--- src/rtl/sio_stat_pkg.sv ---
package sio_stat_pkg;

   // register geometry
   localparam int unsigned STAT_W  = 8;
   localparam int unsigned CLR_N   = 5;               // software-clearable flags
   localparam int unsigned CLR_LSB = STAT_W - CLR_N;  // lowest clearable bit

   // bit positions (software decodes these)
   localparam int unsigned B_TXE = 7;
   localparam int unsigned B_RXF = 6;
   localparam int unsigned B_OVR = 5;
   localparam int unsigned B_FRM = 4;
   localparam int unsigned B_PAR = 3;
   localparam int unsigned B_TXD = 2;
   localparam int unsigned B_MPR = 1;
   localparam int unsigned B_MPT = 0;

   // indices inside the clearable-flag vector
   localparam int unsigned K_TXE = B_TXE - CLR_LSB;
   localparam int unsigned K_RXF = B_RXF - CLR_LSB;
   localparam int unsigned K_OVR = B_OVR - CLR_LSB;
   localparam int unsigned K_FRM = B_FRM - CLR_LSB;
   localparam int unsigned K_PAR = B_PAR - CLR_LSB;

   localparam logic [STAT_W-1:0] STAT_RST = 8'h84;

   // per-flag control pair
   typedef struct packed {
      logic set;
      logic clr;
   } flag_ctl_t;

endpackage

--- src/rtl/sio_sticky_flag.sv ---
module sio_sticky_flag #(
   parameter bit RST_VAL  = 1'b0,
   parameter bit SET_WINS = 1'b1
) (
   input  logic clk,
   input  logic rst_n,
   input  logic set_i,
   input  logic clr_i,
   output logic q_o
);

   generate
      if (SET_WINS) begin : g_set_pri
         always_ff @(posedge clk or negedge rst_n) begin
            if (!rst_n)     q_o <= RST_VAL;
            else if (set_i) q_o <= 1'b1;
            else if (clr_i) q_o <= 1'b0;
         end


         set_wins_chk: assert property (@(posedge clk) disable iff (!rst_n)
            set_i |=> q_o);
      end else begin : g_clr_pri
         always_ff @(posedge clk or negedge rst_n) begin
            if (!rst_n)     q_o <= RST_VAL;
            else if (clr_i) q_o <= 1'b0;
            else if (set_i) q_o <= 1'b1;
         end
      end
   endgenerate


   clear_takes_chk: assert property (@(posedge clk) disable iff (!rst_n)
      (clr_i && !set_i) |=> !q_o);


   hold_chk: assert property (@(posedge clk) disable iff (!rst_n)
      (!clr_i && !set_i) |=> $stable(q_o));

endmodule

--- src/rtl/sio_clear_arm.sv ---
module sio_clear_arm #(
   parameter int unsigned N = 5
) (
   input  logic         clk,
   input  logic         rst_n,
   input  logic         rd_stb,
   input  logic         wr_stb,
   input  logic [N-1:0] flags_i,
   output logic [N-1:0] arm_o
);

   if (N == 0) begin : g_bad_n
      $error("sio_clear_arm: N must be non-zero");
   end

   always_ff @(posedge clk or negedge rst_n) begin
      if (!rst_n)       arm_o <= '0;
      else if (wr_stb)  arm_o <= '0;
      else if (rd_stb)  arm_o <= arm_o | flags_i;
   end


   arm_drop_chk: assert property (@(posedge clk) disable iff (!rst_n)
      wr_stb |=> (arm_o == '0));


   arm_source_chk: assert property (@(posedge clk) disable iff (!rst_n)
      !wr_stb |=> ((arm_o & ~($past(arm_o) | ($past(flags_i) & {N{$past(rd_stb)}}))) == '0));

endmodule

--- src/rtl/sio_status_reg.sv ---
module sio_status_reg
   import sio_stat_pkg::*;
#(
   parameter int unsigned REG_W    = 8,
   parameter bit          SET_WINS = 1'b1
) (
   input  logic             clk,
   input  logic             rst_n,
   input  logic             rd_stb,
   input  logic             wr_stb,
   input  logic [REG_W-1:0] wr_data,
   output logic [REG_W-1:0] rd_data,
   input  logic             rx_done,
   input  logic             rx_stop_bad,
   input  logic             rx_par_bad,
   input  logic             rx_mp_bit,
   input  logic             rdr_read,
   input  logic             tdr_write,
   input  logic             tdr_load,
   input  logic             tx_disable,
   input  logic             tx_last_bit,
   output logic             tx_empty,
   output logic             rx_full,
   output logic             err_overrun,
   output logic             err_frame,
   output logic             err_parity,
   output logic             tx_done,
   output logic             mpb_rx,
   output logic             mpb_tx
);

   localparam int unsigned NCLR = CLR_N;
   localparam int unsigned LSBC = REG_W - NCLR;

   if (REG_W != STAT_W) begin : g_bad_width
      $error("sio_status_reg: REG_W must equal the status layout width");
   end

   logic [NCLR-1:0] clr_q;
   logic [NCLR-1:0] armed;
   logic [NCLR-1:0] sw_clr;
   flag_ctl_t [NCLR-1:0] ctl;
   logic            rx_ok;
   logic            unused_wr_bits;

   assign unused_wr_bits = ^wr_data[LSBC-1:1];

   // software handshake clear: write 0 to an armed flag
   assign sw_clr = {NCLR{wr_stb}} & ~wr_data[REG_W-1:LSBC] & armed;
   assign rx_ok  = rx_done & ~rx_stop_bad & ~rx_par_bad;

   always_comb begin
      ctl[K_TXE].set = tdr_load | tx_disable;
      ctl[K_TXE].clr = tdr_write | sw_clr[K_TXE];
      ctl[K_RXF].set = rx_ok & ~clr_q[K_RXF];
      ctl[K_RXF].clr = rdr_read | sw_clr[K_RXF];
      ctl[K_OVR].set = rx_done & clr_q[K_RXF];
      ctl[K_OVR].clr = sw_clr[K_OVR];
      ctl[K_FRM].set = rx_done & rx_stop_bad;
      ctl[K_FRM].clr = sw_clr[K_FRM];
      ctl[K_PAR].set = rx_done & rx_par_bad;
      ctl[K_PAR].clr = sw_clr[K_PAR];
   end

   sio_clear_arm #(.N(NCLR)) u_arm (
      .clk     (clk),
      .rst_n   (rst_n),
      .rd_stb  (rd_stb),
      .wr_stb  (wr_stb),
      .flags_i (clr_q),
      .arm_o   (armed)
   );

   for (genvar k = 0; k < NCLR; k++) begin : g_flag
      sio_sticky_flag #(
         .RST_VAL  (STAT_RST[k+LSBC]),
         .SET_WINS (SET_WINS)
      ) u_flag (
         .clk   (clk),
         .rst_n (rst_n),
         .set_i (ctl[k].set),
         .clr_i (ctl[k].clr),
         .q_o   (clr_q[k])
      );
   end

   // transmit-complete: read-only, tied to the empty flag's handshake
   sio_sticky_flag #(
      .RST_VAL  (STAT_RST[B_TXD]),
      .SET_WINS (SET_WINS)
   ) u_txdone (
      .clk   (clk),
      .rst_n (rst_n),
      .set_i (tx_last_bit & clr_q[K_TXE]),
      .clr_i (tdr_write | sw_clr[K_TXE]),
      .q_o   (tx_done)
   );

   always_ff @(posedge clk or negedge rst_n) begin
      if (!rst_n) begin
         mpb_rx <= STAT_RST[B_MPR];
         mpb_tx <= STAT_RST[B_MPT];
      end else begin
         if (rx_done) mpb_rx <= rx_mp_bit;
         if (wr_stb)  mpb_tx <= wr_data[B_MPT];
      end
   end

   assign tx_empty    = clr_q[K_TXE];
   assign rx_full     = clr_q[K_RXF];
   assign err_overrun = clr_q[K_OVR];
   assign err_frame   = clr_q[K_FRM];
   assign err_parity  = clr_q[K_PAR];

   always_comb begin
      rd_data        = '0;
      rd_data[B_TXE] = tx_empty;
      rd_data[B_RXF] = rx_full;
      rd_data[B_OVR] = err_overrun;
      rd_data[B_FRM] = err_frame;
      rd_data[B_PAR] = err_parity;
      rd_data[B_TXD] = tx_done;
      rd_data[B_MPR] = mpb_rx;
      rd_data[B_MPT] = mpb_tx;
   end


   mpb_tx_chk: assert property (@(posedge clk) disable iff (!rst_n)
      wr_stb |=> (mpb_tx == $past(wr_data[B_MPT])));


   mpb_rx_chk: assert property (@(posedge clk) disable iff (!rst_n)
      rx_done |=> (mpb_rx == $past(rx_mp_bit)));


   bad_rx_chk: assert property (@(posedge clk) disable iff (!rst_n)
      (rx_done && (rx_stop_bad || rx_par_bad) && !rx_full) |=> !rx_full);


   tx_done_rise_chk: assert property (@(posedge clk) disable iff (!rst_n)
      $rose(tx_done) |-> $past(tx_last_bit && tx_empty));

   if (SET_WINS) begin : g_pri_chk

      overrun_chk: assert property (@(posedge clk) disable iff (!rst_n)
         (rx_done && rx_full) |=> err_overrun);


      rx_full_chk: assert property (@(posedge clk) disable iff (!rst_n)
         (rx_done && !rx_stop_bad && !rx_par_bad && !rx_full) |=> rx_full);


      tx_done_set_chk: assert property (@(posedge clk) disable iff (!rst_n)
         (tx_last_bit && tx_empty) |=> tx_done);


      tx_empty_set_chk: assert property (@(posedge clk) disable iff (!rst_n)
         (tdr_load || tx_disable) |=> tx_empty);
   end

endmodule

--- config.mk ---
export PLATFORM = sky130hd
export DESIGN_NAME = sio_status_reg
export DESIGN_NICKNAME = d
export VERILOG_FILES = /design/src/rtl/sio_stat_pkg.sv /design/src/rtl/sio_sticky_flag.sv /design/src/rtl/sio_clear_arm.sv /design/src/rtl/sio_status_reg.sv
export SDC_FILE = /design/constraint.sdc
export NUM_CORES = 1
export LEC_CHECK = 0
export ABC_CLOCK_PERIOD_IN_PS = 2500
export BUFFER_PORTS_ARGS = -buffer_cell sky130_fd_sc_hd__buf_4
export CAP_MARGIN = 20
export CORE_UTILIZATION = 44
export DETAILED_ROUTE_END_ITERATION = 12
export GPL_TIMING_DRIVEN = 0
export PLACE_DENSITY = 0.88
export RECOVER_POWER = 50
export SLEW_MARGIN = 20
export SYNTH_ARGS = -nofsm -noshare
export SYNTH_HDL_FRONTEND = slang
export SYNTH_HIERARCHICAL = 1
export SYNTH_SLANG_ARGS = --single-unit
--- constraint.sdc ---
create_clock -name clk -period 2.5 [get_ports clk]
set_input_delay 0.375 -clock clk [delete_from_list [all_inputs] [get_ports clk]]
set_output_delay 0.375 -clock clk [all_outputs]
set_load 0.01 [all_outputs]
-- Yosys cells after proc, flatten, opt, wreduce, memory -nomap -nowiden
Cells that the tools add are included.
- multiplexer cells: 13
- bitwise gates (word level): 17
- reductions and logical operators: 7
- operator list (kind ; count):
    $reduce_bool 2->1 ; 7
    $mux 1 ; 11
    $and 5x5->5 ; 2
    $mux 5 ; 2
    $and 1x1->1 ; 7
    $not 5->5 ; 1
    $or 5x5->5 ; 1
    $not 1->1 ; 3
    $or 1x1->1 ; 3
- bits in registers: 13
- output and inout bits: 16
- logic and storage cells: 46

-- Logic depth before layout (Yosys ltp)
- depth in word-level cells: 6
- mapped depth: 4
- mapped depth without buffers: 4

-- Hierarchy
Netlist, hierarchy kept.
- by module, submodules not included (module ; instances ; cells an instance ; area each (um^2) ; sequential area each (um^2)):
    sio_status_reg ; 1 ; 26 ; 232.7 ; 50.0
    sio_clear_arm ; 1 ; 15 ; 168.9 ; 125.1
    sio_sticky_flag (g_flag[0].u_flag ...) ; 4 ; 3 ; 36.3 ; 25.0
    sio_sticky_flag (g_flag[4].u_flag ...) ; 2 ; 3 ; 37.5 ; 26.3

-- Worst setup path after synthesis
No wires, ideal clock.
- path kind: reg2out
- from: register g_flag[4].u_flag.q_o
- to: output rd_data[7]
- arrival time: 0.681 ns
- required time: 2.125 ns
- slack: 1.444 ns
- stages on the path, launching flop included: 2
- path buffers: 1
- path through: dfstp_2 buf_4
- RTL lines (item ; line ; text):
    start, declared ; sio_sticky_flag.sv:9 ; output logic q_o
    start signal, assigned ; sio_sticky_flag.sv:15 ; if (!rst_n) q_o <= RST_VAL;
    start signal, assigned ; sio_sticky_flag.sv:16 ; else if (set_i) q_o <= 1'b1;
    start signal, assigned ; sio_sticky_flag.sv:17 ; else if (clr_i) q_o <= 1'b0;
    end, declared ; sio_status_reg.sv:12 ; output logic [REG_W-1:0] rd_data,
No word-level cell between the ends.

-- Worst setup path after layout
- from: register g_flag[4].u_flag.q_o
- to: output rd_data[7]
No word-level cell between the ends.

==> metrics.cfg <==
[status]
outcome=finished clean

[global_routing]
grt_usage=0.188
grt_max_degree=14
grt-ovfl-total=0
grt_pass1_wl_microns=1850
antenna_found_initial=0
grt_pass1_vias=437

[finish]
layout-drive-gt1-share=0.480
area_growth_syn_to_layout_pct=48.7
postLayoutCellArea_sq_um=925
finalNetCount=120
fillers=98
layout_commonest_cell=buf_4
diodes=0
mostFrequentLayoutCells=buf_4 (41), dfrtp_1 (11), inv_1 (8)

[logic_synthesis]
synth-seq-cells=13
synth.avg_cell_area_sq_um=10.5
syn_inst=59
ys_seq_area_frac=0.527
synth.distinct_cells=15
yosysWarnings=6
syn_area_sq_um=622
syn_nets=80

[floorplan]
start_util=0.478
fp.dieH_microns=39.6
num_rows=13
die_area_sq_um=1570
core-area_sq_um=1300
pin_count=37
die_x_microns=39.6

[pwr]
report.power.total_mw=0.535
leakagePower_nw=0.494
power_density_nw_per_um2=578
vdd_drop_max_v=0.000290

[clocking]
post_cts_buffers=0
path_clk_slew_ns=0.08
root_buffer=clkbuf_4
cts_resized=0
cts_made_buffers=3
holdBufCountCts=1
insertion_delay_ns=0.27
clk_path_buf_depth=2
htree_levels=1
cts_num_sinks=13
cts_tree=yes

[sta]
fin_crit_ns=1.45
fin_crit_sh=0.579
worst_hold_slack_ns=0.317
slew_headroom=0.538
worstMarginPinSlew_ns=0.693
setup_viol=0
fmaxAchievable_mhz=690
finalHoldViolations=0
drv_slew=0
tns_ns=0
clock_skew_ns=0.000537
rsz0062_at_grt=no
fin_ws_ns=1.05

[route]
ant_nets=0
top_layer_used=met4
vias_per_cell=4.71
wl_microns=1320
wl_met1_microns=499
drt-pass1-iter-count=4
drtIter0Drc=4
wl_per_cell_microns=11.7
route.met3.wl_microns=80
drt_drc_violations_left=0
met2_length_microns=737
vias=532

[placed_design]
portBuffers=34
post-place-ws_ns=1.37
gp_congestion=0.675
dp_hpwl_microns=1030
placed_cell_area_sq_um=896

[worst_hold_path]
hp-class=primary input to flip-flop
holdPathStages=2

[worst_setup_path]
path_class=flip-flop to primary output
end_kind=primary output
path_max_fanout=5
crit_arrival_ns=1.07
start_kind=flip-flop
r2r_cells=2
worstPathRequired_ns=2.12

[flow_run]
drv_cap=0

==> registers in the layout, indices dropped and copies added, names as in the netlist <==
| name | count |
|---|---|
| g_flag.u_flag/q_o | 5 |
| u_arm/arm_o | 5 |
| mpb_rx | 1 |
| mpb_tx | 1 |
| u_txdone/q_o | 1 |
==> path summary, 6_finish.rpt <==
kind	startpoint	endpoint	slack, ns
min reg2reg	u_arm/arm_o[1]	u_arm/arm_o[1]	0.50
max in group asynchronous	rst_n	g_flag[0].u_flag/q_o	1.39
max reg2reg	g_flag[3].u_flag/q_o	g_flag[2].u_flag/q_o	1.62
min	rx_mp_bit	mpb_rx	0.32
max	g_flag[4].u_flag/q_o	rd_data[7]	1.05
min in group asynchronous	rst_n	mpb_tx	0.67
==> routing by layer <==
| layer | vias to the layer above | global-route usage |
|---|---|---|
| met5 | - | 0 |
| met4 | 0 | 0.103 |
| met3 | 2 | 0.0341 |
| met2 | 25 | 0.324 |
| met1 | 244 | 0.217 |
| li1 | 261 | - |
==> synthesized netlist by cell type, drive strengths merged <==
master / number / area [sq um]
dfrtp: 11 / 275
buf: 8 / 60.1
inv: 8 / 30.0
a21o: 6 / 45.0
nor2: 6 / 22.5
a21oi: 5 / 25.0
and2: 4 / 25.0
a31o: 2 / 17.5
and3b: 2 / 17.5
dfstp: 2 / 52.6
mux2: 2 / 26.3
nand2: 1 / 3.75
nor4b: 1 / 15.0
or2: 1 / 6.26
==> critical path, cell delays in order, from the launching register on <==
cell and delay, ns:
dfstp_2 0.59, buf_4 0.12, buf_4 0.10
==> through the flow <==
| step | util | instances |
|---|---|---|
| after floorplan | - | 59 |
| after global placement | 0.688 | 108 |
| after detailed placement | 0.688 | 108 |
| after CTS | 0.716 | 113 |
| after global routing | 0.711 | 113 |
| final | 0.711 | 113 |
==> report_power, final <==
part / internal, mW / total, mW / switching (mW)
combinational: 0.0943 / 0.150 / 0.0560
sequential: 0.235 / 0.256 / 0.0206
clock: 0.0617 / 0.129 / 0.0671
total: 0.391 / 0.535 / 0.144
==> area by class of cell <==
type | instances | area [sq um] | area share
plain buffers | 8 | 60.1 | 0.0650
clock buffers | 4 | 26.3 | 0.0284
inverters | 8 | 30.0 | 0.0325
multi-input cells | 30 | 200 | 0.217
flip-flops and latches | 13 | 328 | 0.355
well taps | 15 | 18.8 | 0.0203
repair buffers | 35 | 262 | 0.283
==> cells by family after synthesis <==
kind of cell | count (synthesis) | share of synthesized area
buf+inv | 16 | 0.145
simple gates | 15 | 0.145
compound gates | 13 | 0.141
flops | 13 | 0.527
mux | 2 | 0.0422
No activity file was read; power rests on OpenSTA's default activity.
